**src/rtl/irqv_pkg.sv**
```systemverilog
package irqv_pkg;
   localparam int PIN_N  = 3;
   localparam int TMR_N  = 8;
   localparam int SRC_N  = PIN_N + TMR_N;
   localparam int SLOT_W = $clog2(SRC_N);

   // priority slot (after the pins) -> flag bit position
   function automatic int slot_bit(input int s);
      case (s)
         0: return 2;   // timer2 compare
         1: return 4;   // timer2 overflow
         2: return 3;   // timer1 capture
         3: return 6;   // timer1 compare A
         4: return 5;   // timer1 compare B
         5: return 7;   // timer1 overflow
         6: return 0;   // timer0 compare
         default: return 1; // timer0 overflow
      endcase
   endfunction
endpackage

```
**src/rtl/irqv_flag_reg.sv**
```systemverilog
module irqv_flag_reg #(
   parameter int W = 8
) (
   input  logic         clk,
   input  logic         rst_n,
   input  logic [W-1:0] set_i,
   input  logic [W-1:0] wclr_i,
   input  logic [W-1:0] aclr_i,
   output logic [W-1:0] q_o
);
   logic [W-1:0] nxt;

   always_comb nxt = (q_o & ~(wclr_i | aclr_i)) | set_i;

   always_ff @(posedge clk or negedge rst_n) begin
      if (!rst_n) q_o <= '0;
      else        q_o <= nxt;
   end
endmodule

```
**src/rtl/irqv_prio_enc.sv**
```systemverilog
module irqv_prio_enc #(
   parameter int N     = 11,
   parameter int IDX_W = $clog2(N)
) (
   input  logic [N-1:0]     req_i,
   output logic             any_o,
   output logic [N-1:0]     hot_o,
   output logic [IDX_W-1:0] idx_o
);
   logic [N:0] seen;

   assign seen[0] = 1'b0;
   genvar i;
   generate
      for (i = 0; i < N; i++) begin : g_slot
         assign hot_o[i]  = req_i[i] & ~seen[i];
         assign seen[i+1] = seen[i] | req_i[i];
      end
   endgenerate

   assign any_o = seen[N];

   always_comb begin
      idx_o = '0;
      for (int k = N - 1; k >= 0; k--)
         if (req_i[k]) idx_o = IDX_W'(k);
   end
endmodule

```
**src/rtl/irqv_top.sv**
```systemverilog
module irqv_top #(
   parameter int VEC_W     = 8,
   parameter int VEC_FIRST = 2,
   parameter int VEC_STEP  = 2
) (
   input  logic                      clk,
   input  logic                      rst_n,
   input  logic                      reg_sel,
   input  logic                      reg_wr,
   input  logic [7:0]                reg_wdata,
   output logic [7:0]                reg_rdata,
   input  logic                      glob_en,
   input  logic [irqv_pkg::PIN_N-1:0] pin_req,
   input  logic [7:0]                tmr_evt,
   input  logic                      dir_turn,
   input  logic                      take,
   output logic                      irq_req,
   output logic [VEC_W-1:0]          irq_vec,
   output logic [irqv_pkg::PIN_N-1:0] pin_ack
);
   import irqv_pkg::*;

   localparam int VEC_LAST = VEC_FIRST + VEC_STEP * (SRC_N - 1);

   if (VEC_LAST >= (1 << VEC_W)) begin : g_bad_width
      $error("irqv_top: VEC_W too narrow for the vector table");
   end
   if (VEC_STEP < 1) begin : g_bad_step
      $error("irqv_top: VEC_STEP must be positive");
   end

   logic [TMR_N-1:0] en_q, flag_q, set_v, wclr_v, aclr_v;
   logic [SRC_N-1:0] elig, hot;
   logic [SLOT_W-1:0] win_idx;
   logic              any;

   always_ff @(posedge clk or negedge rst_n) begin
      if (!rst_n)                 en_q <= '0;
      else if (reg_wr && !reg_sel) en_q <= reg_wdata;
   end

   assign set_v  = tmr_evt | {dir_turn, {(TMR_N-1){1'b0}}};
   assign wclr_v = (reg_wr && reg_sel) ? reg_wdata : '0;

   irqv_flag_reg #(.W(TMR_N)) u_flags (
      .clk(clk), .rst_n(rst_n), .set_i(set_v),
      .wclr_i(wclr_v), .aclr_i(aclr_v), .q_o(flag_q)
   );

   genvar s;
   generate
      for (s = 0; s < PIN_N; s++) begin : g_pin
         assign elig[s]    = glob_en & pin_req[s];
         assign pin_ack[s] = take & hot[s];
      end
      for (s = 0; s < TMR_N; s++) begin : g_tmr
         localparam int B = slot_bit(s);
         assign elig[PIN_N+s] = glob_en & flag_q[B] & en_q[B];
         assign aclr_v[B]     = take & hot[PIN_N+s];
      end
   endgenerate

   irqv_prio_enc #(.N(SRC_N), .IDX_W(SLOT_W)) u_enc (
      .req_i(elig), .any_o(any), .hot_o(hot), .idx_o(win_idx)
   );

   assign irq_req   = any;
   assign irq_vec   = any ? VEC_W'(VEC_FIRST + VEC_STEP * int'(win_idx)) : '0;
   assign reg_rdata = reg_sel ? flag_q : en_q;
endmodule

```
**config.mk**
```make
export PLATFORM = sky130hd
export DESIGN_NAME = irqv_top
export DESIGN_NICKNAME = d
export VERILOG_FILES = /design/src/rtl/irqv_pkg.sv /design/src/rtl/irqv_flag_reg.sv /design/src/rtl/irqv_prio_enc.sv /design/src/rtl/irqv_top.sv
export SDC_FILE = /design/constraint.sdc
export NUM_CORES = 1
export LEC_CHECK = 0
export ABC_CLOCK_PERIOD_IN_PS = 1700
export CAP_MARGIN = 20
export CORE_MARGIN = 5
export CORE_UTILIZATION = 39
export CTS_BUF_LIST = sky130_fd_sc_hd__clkbuf_8
export CTS_CLUSTER_SIZE = 25
export DETAILED_ROUTE_END_ITERATION = 6
export PLACE_DENSITY = 0.77
export SYNTH_ARGS = -nofsm -noshare
export SYNTH_HDL_FRONTEND = slang
export SYNTH_SLANG_ARGS = --single-unit
```
**constraint.sdc**
```tcl
create_clock -name clk -period 1.7 [get_ports clk]
set_input_delay 0.17 -clock clk [delete_from_list [all_inputs] [get_ports clk]]
set_output_delay 0.17 -clock clk [all_outputs]
set_load 0.005 [all_outputs]
```
# Word-level counts from Yosys, hierarchy flattened
# Index checks and enable logic that the tools add are counted.
# W data, S select, Z words.
dict set report totals {
  ff_bits 16
  inputBits 26
  output_inout_bits 20
  elab_cells 85
}
dict set report classes {
  addsub 1
  n_mux 14
  bitwise_logic 65
  n_reduce_logical 3
}
# op count
set op_table {}
lappend op_table {{$mux W4} 11}
lappend op_table {{$and A1 B1 Y1} 40}
lappend op_table {{$or A8 B8 Y8} 3}
lappend op_table {{$mux W8} 2}
lappend op_table {{$not A1 Y1} 10}
lappend op_table {{$or A1 B1 Y1} 10}
lappend op_table {{$and A8 B8 Y8} 1}
lappend op_table {{$not A8 Y8} 1}
lappend op_table {{$add A2 B5 Y6 const A} 1}
lappend op_table {{$mux W6} 1}
lappend op_table {{$logic_and A1 B1 Y1} 2}
lappend op_table {{$logic_not A1 Y1} 1}

# Depth between registers and ports, before layout
dict set report depth {
  depth_word 17
  depth_mapped 7
  depth_no_buf 7
}

# Hierarchy
# From an unflattened synthesis, not the netlist that was laid out.
dict set report unflattened {
  hier_cells 130
  area_unflattened_um2 1258.7
}
# module n_inst cells_per_inst area_each_um2 seq_area_each_um2
set by_module_without_submodules {}
lappend by_module_without_submodules {irqv_top 1 75 753.2 200.2}
lappend by_module_without_submodules {irqv_flag_reg 1 24 290.3 200.2}
lappend by_module_without_submodules {irqv_prio_enc 1 31 215.2 0.0}

# Least setup slack after synthesis
# OpenSTA, ideal clock, no wires.
dict set report synth_timing {
  path_type {register to output}
  start {reg u_flags.q_o[6]}
  end {out irq_vec[3]}
  arrival_time_ns 1.490
  t_required_ns 1.530
  setup_slack_ns 0.040
  stages_incl_launch_ff 7
  n_path_buf 0
  path_cell_list {dfrtp_1 > a22o_2 > o21ai_0 > a21boi_0 > ha_1 > nor4_1 > a21o_1}
}
dict set report synth_between {
  elab_chain_cells 11
  word_cells_on_any_way 16
  classes_between {add/sub: 1; mux: 8; bitwise: 7}
}
# element line
set synth_rtl {}
lappend synth_rtl {{from (decl)} irqv_flag_reg.sv:9} ;# output logic [W-1:0] q_o
lappend synth_rtl {{from (signal assigned)} irqv_flag_reg.sv:17} ;# else q_o <= nxt;
lappend synth_rtl {{$and A1 B1 Y1 (*) (2 in a row)} irqv_top.sv:58} ;# assign elig[PIN_N+s] = glob_en & flag_q[B] & en_q[B];
lappend synth_rtl {{$mux W4 (7 in a row)} irqv_prio_enc.sv:26} ;# if (req_i[k]) idx_o = IDX_W'(k);
lappend synth_rtl {{$add A2 B5 Y6} irqv_top.sv:68} ;# assign irq_vec = any ? VEC_W'(VEC_FIRST + VEC_STEP * int'(win_idx)) : '0;
lappend synth_rtl {{$mux W6 (*)} irqv_top.sv:68}
lappend synth_rtl {{to (decl)} irqv_top.sv:18} ;# output logic [VEC_W-1:0] irq_vec,
# Every way passes the cells marked *; elsewhere a longest branch is shown, timed or not.

# Final worst setup path
dict set report layout_timing {
  start {reg u_flags.q_o[2]}
  end {out irq_vec[3]}
}
dict set report layout_between {
  elab_chain_cells 11
  word_cells_on_any_way 16
  classes_between {add/sub: 1; mux: 5; bitwise: 10}
}
# element line
set layout_rtl {}
lappend layout_rtl {{$and A1 B1 Y1 (*) (2 in a row)} irqv_top.sv:58}
lappend layout_rtl {{branches (longest 8 deep; another with $add A2 B5 Y6)} --}
lappend layout_rtl {{$mux W6 (*)} irqv_top.sv:68}
# Every way passes the cells marked *.

==> qor.txt <==
CP Cell Sequence: buf_4, a31oi_1, o32ai_2, ha_4, nor4_4, a21o_1, buf_2
Via-to-Cell Ratio: 5.45
leakage power: 0.883 nW
R2R depth: 6
Worst R2R Start: u_flags.q_o[2]
P&R area growth vs syn: 90.0%
Seq pwr share: 32.8%
setup TNS: -2.08 ns
routed wire length: 4.16 mm
share of layout cells above drive strength 1: 51.0%
top-count cell post-synth: nand2_1
DRC violations left: 0
worst hold path class: in -> async
Switch Pwr: 0.423 mW
Max IR drop VDD: 605 uV
Core Box Area: 2710 um^2
run status: finished, violations left
area share of the largest cell type after synthesis: 36.8%
1st-pass router iterations: 4
CP required: 1.53 ns
grt peak-use layer: met2
Final min period: 2.07 ns
dpl cells: 219
HPWL after detailed placement: 2.72 mm
TritonCTS sink count: 16
mapped cell area: 1090 um^2
max-slew violations: 0
Slowest-stage cell, CP: dfrtp_1
Combinational Power Share: 42.7%
initial antenna violation count: 0
synth warn: 0
most frequent cells after synthesis: 21 x nand2_1, 16 x dfrtp_1, 16 x mux2_2
io pins: 46
RSZ-0062 raised after global routing: yes
die area: 3940 um^2
FMAX: 0.483 GHz
met2 usage: 40.7%
Vias: 1281
capturing element type of the critical path: primary output
Yosys top cell by area: dfrtp_1
failing checks: setup timing
initial core utilization: 40.1%
fillcell total: 187
Global Route met1 Usage: 22.8%
Setup Viol. Count Final: 9
Starting DRT DRC Count: 99
Final ANT Viol Nets: 0
Port Buffer Count: 41
# Max-Cap Violations: 0
Final nets: 232
clock tree root buffer cell: clkbuf_8
Setup CP Type: reg -> out
H-Tree Depth: 1
Post-synth EDFFs: 0
clock share of power: 24.5%
R2R Setup Slk: -0.23 ns
Mean Syn Cell Area: 9.62 um^2
first-pass GRT wire length: 6.77 mm
delay-heaviest family, CP: compound AO/OA/AOI/OAI gates
critical path startpoint category: register
Avg WL per Cell: 17.7 um
worst path buffer plus inverter count: 2
reg2reg end: u_flags.q_o[7]
Cells after Synth: 113
clock-pin slew on the worst setup and hold paths: 0.07 ns
Max FO, Critical Path: 3
Design Power: 1.39 mW
Int Pwr: 0.965 mW
ratio of final minimum period to clock period: 122%
Final Non-Filler Cells: 235
vias in the first global route: 1432
met3 usage: 4.68%
Die Width: 62.8 um
fraction of registers with async set/reset: 100%
Post-synth top flop: dfrtp_1
Pwr per Cell Area: 672 nW/um^2
global-route usage over all layers: 21.4%
Die Height: 62.8 um
clk_lat worst skew: 0.25 ns
Seq/Total Area, Yosys: 36.8%
sw frac: 30.4%
Worst Skew: 0.00302 ns
Hold Vio Cnt, Final: 0
row count: 19
post-route setup slack: -0.371 ns
post-synth cell types: 35
Antenna diodes: 0
CTS buffer count: 3
Longest Clk Path Bufs: 2
# hold bufs at CTS: 0
register bit total from synthesis: 16
gr ovfl total: 0
CTS tree: built
dominant cells by area after synthesis: dfrtp_1 37%, mux2_2 17%, nand2_1 7.2%
Final Wtd Congestion: 0.922
crit-path max cell delay: 0.38 ns
critical path arrival: 1.90 ns
largest net degree at the start of global routing: 17
power by group through the flow:
stage | logic (mW) | registers [mW] | clock network [mW]
CTS | 0.564 | 0.452 | 0.348
detailed placement | 0.492 | 0.458 | 0
global placement | 0.479 | 0.456 | 0
floorplan | 0.184 | 0.462 | 0
global route | 0.633 | 0.459 | 0.372
finish | 0.593 | 0.455 | 0.340
registers in the layout (all words and copies together) (netlist names):
signal and cells:
en_q 8, u_flags.q_o 8
metrics by stage:
| stage | util (%) | setup WS [ns] | instance area, um^2 | hold WS, ns |
|---|---|---|---|---|
| 5_1_grt | 76.2 | -0.480 | 2070 | 0.261 |
| 2_1_floorplan | - | 0.0400 | 1100 | -0.126 |
| 3_5_place_dp | 66.3 | -0.702 | 1800 | 0.522 |
| 6_report | 76.2 | -0.371 | 2070 | 0.244 |
| 3_3_place_gp | 66.3 | -0.615 | 1800 | 0.502 |
| 4_1_cts | 74.8 | -0.322 | 2030 | 0.250 |
worst max-delay path by stage:
stage	slack (ns)	startpoint	end	depth (start not counted)
after global routing	-0.48	u_flags.q_o[2]	irq_vec[3]	7
after global placement	-0.62	glob_en	irq_vec[3]	8
final	-0.37	u_flags.q_o[2]	irq_vec[3]	7
after detailed placement	-0.70	pin_req[0]	irq_vec[3]	8
after CTS	-0.32	u_flags.q_o[3]	irq_vec[3]	7
after floorplan	0.04	u_flags.q_o[6]	irq_vec[3]	6
placed cells by master, fill, tap and decap left out, types with 3 or more instances in the layout:
| cell type | count |
|---|---|
| buf_4 | 44 |
| clkdlybuf4s50_1 | 24 |
| nand2_1 | 17 |
| mux2_2 | 16 |
| dfrtp_1 | 14 |
| dlygate4sd2_1 | 11 |
| a31o_2 | 7 |
| buf_6 | 6 |
| conb_1 | 4 |
| clkbuf_8 | 4 |
| buf_2 | 4 |
| nand4_1 | 3 |
| nand2_2 | 3 |
kinds of logic (layout without fill, tap and decap cells):
group	Yosys count	after routing	share of synthesized area (%)
other	1	4	0.345
DFF	16	16	36.8
buffers and inverters	9	97	5.18
muxes	16	16	16.6
AOI/OAI and AO/OA	27	27	19.7
and+or+nand+nor	43	43	20.3
adders and majority gates	1	1	1.15
final cells by class:
class	instances	area (um^2)	share of cell area [%]
repair buffers	91	787	38.1
inverters	2	7.51	0.363
multi-input cells	91	774	37.5
clock buffers	4	55.1	2.67
well taps	31	38.8	1.88
flip-flops and latches	16	403	19.5
routing by layer:
metal	vias up	routed length (um)
met4	0	60
met1	619	1580
li1	603	-
met2	51	2260
met3	8	267
met5	-	0
timing repair:
action / CTS / global route
pin swaps: 28 / 7
endpoints found under the setup margin: 19 / 14
gates resized for setup: 59 / 8
setup buffers: 13 / 1
(Power assumes the default switching activity.)
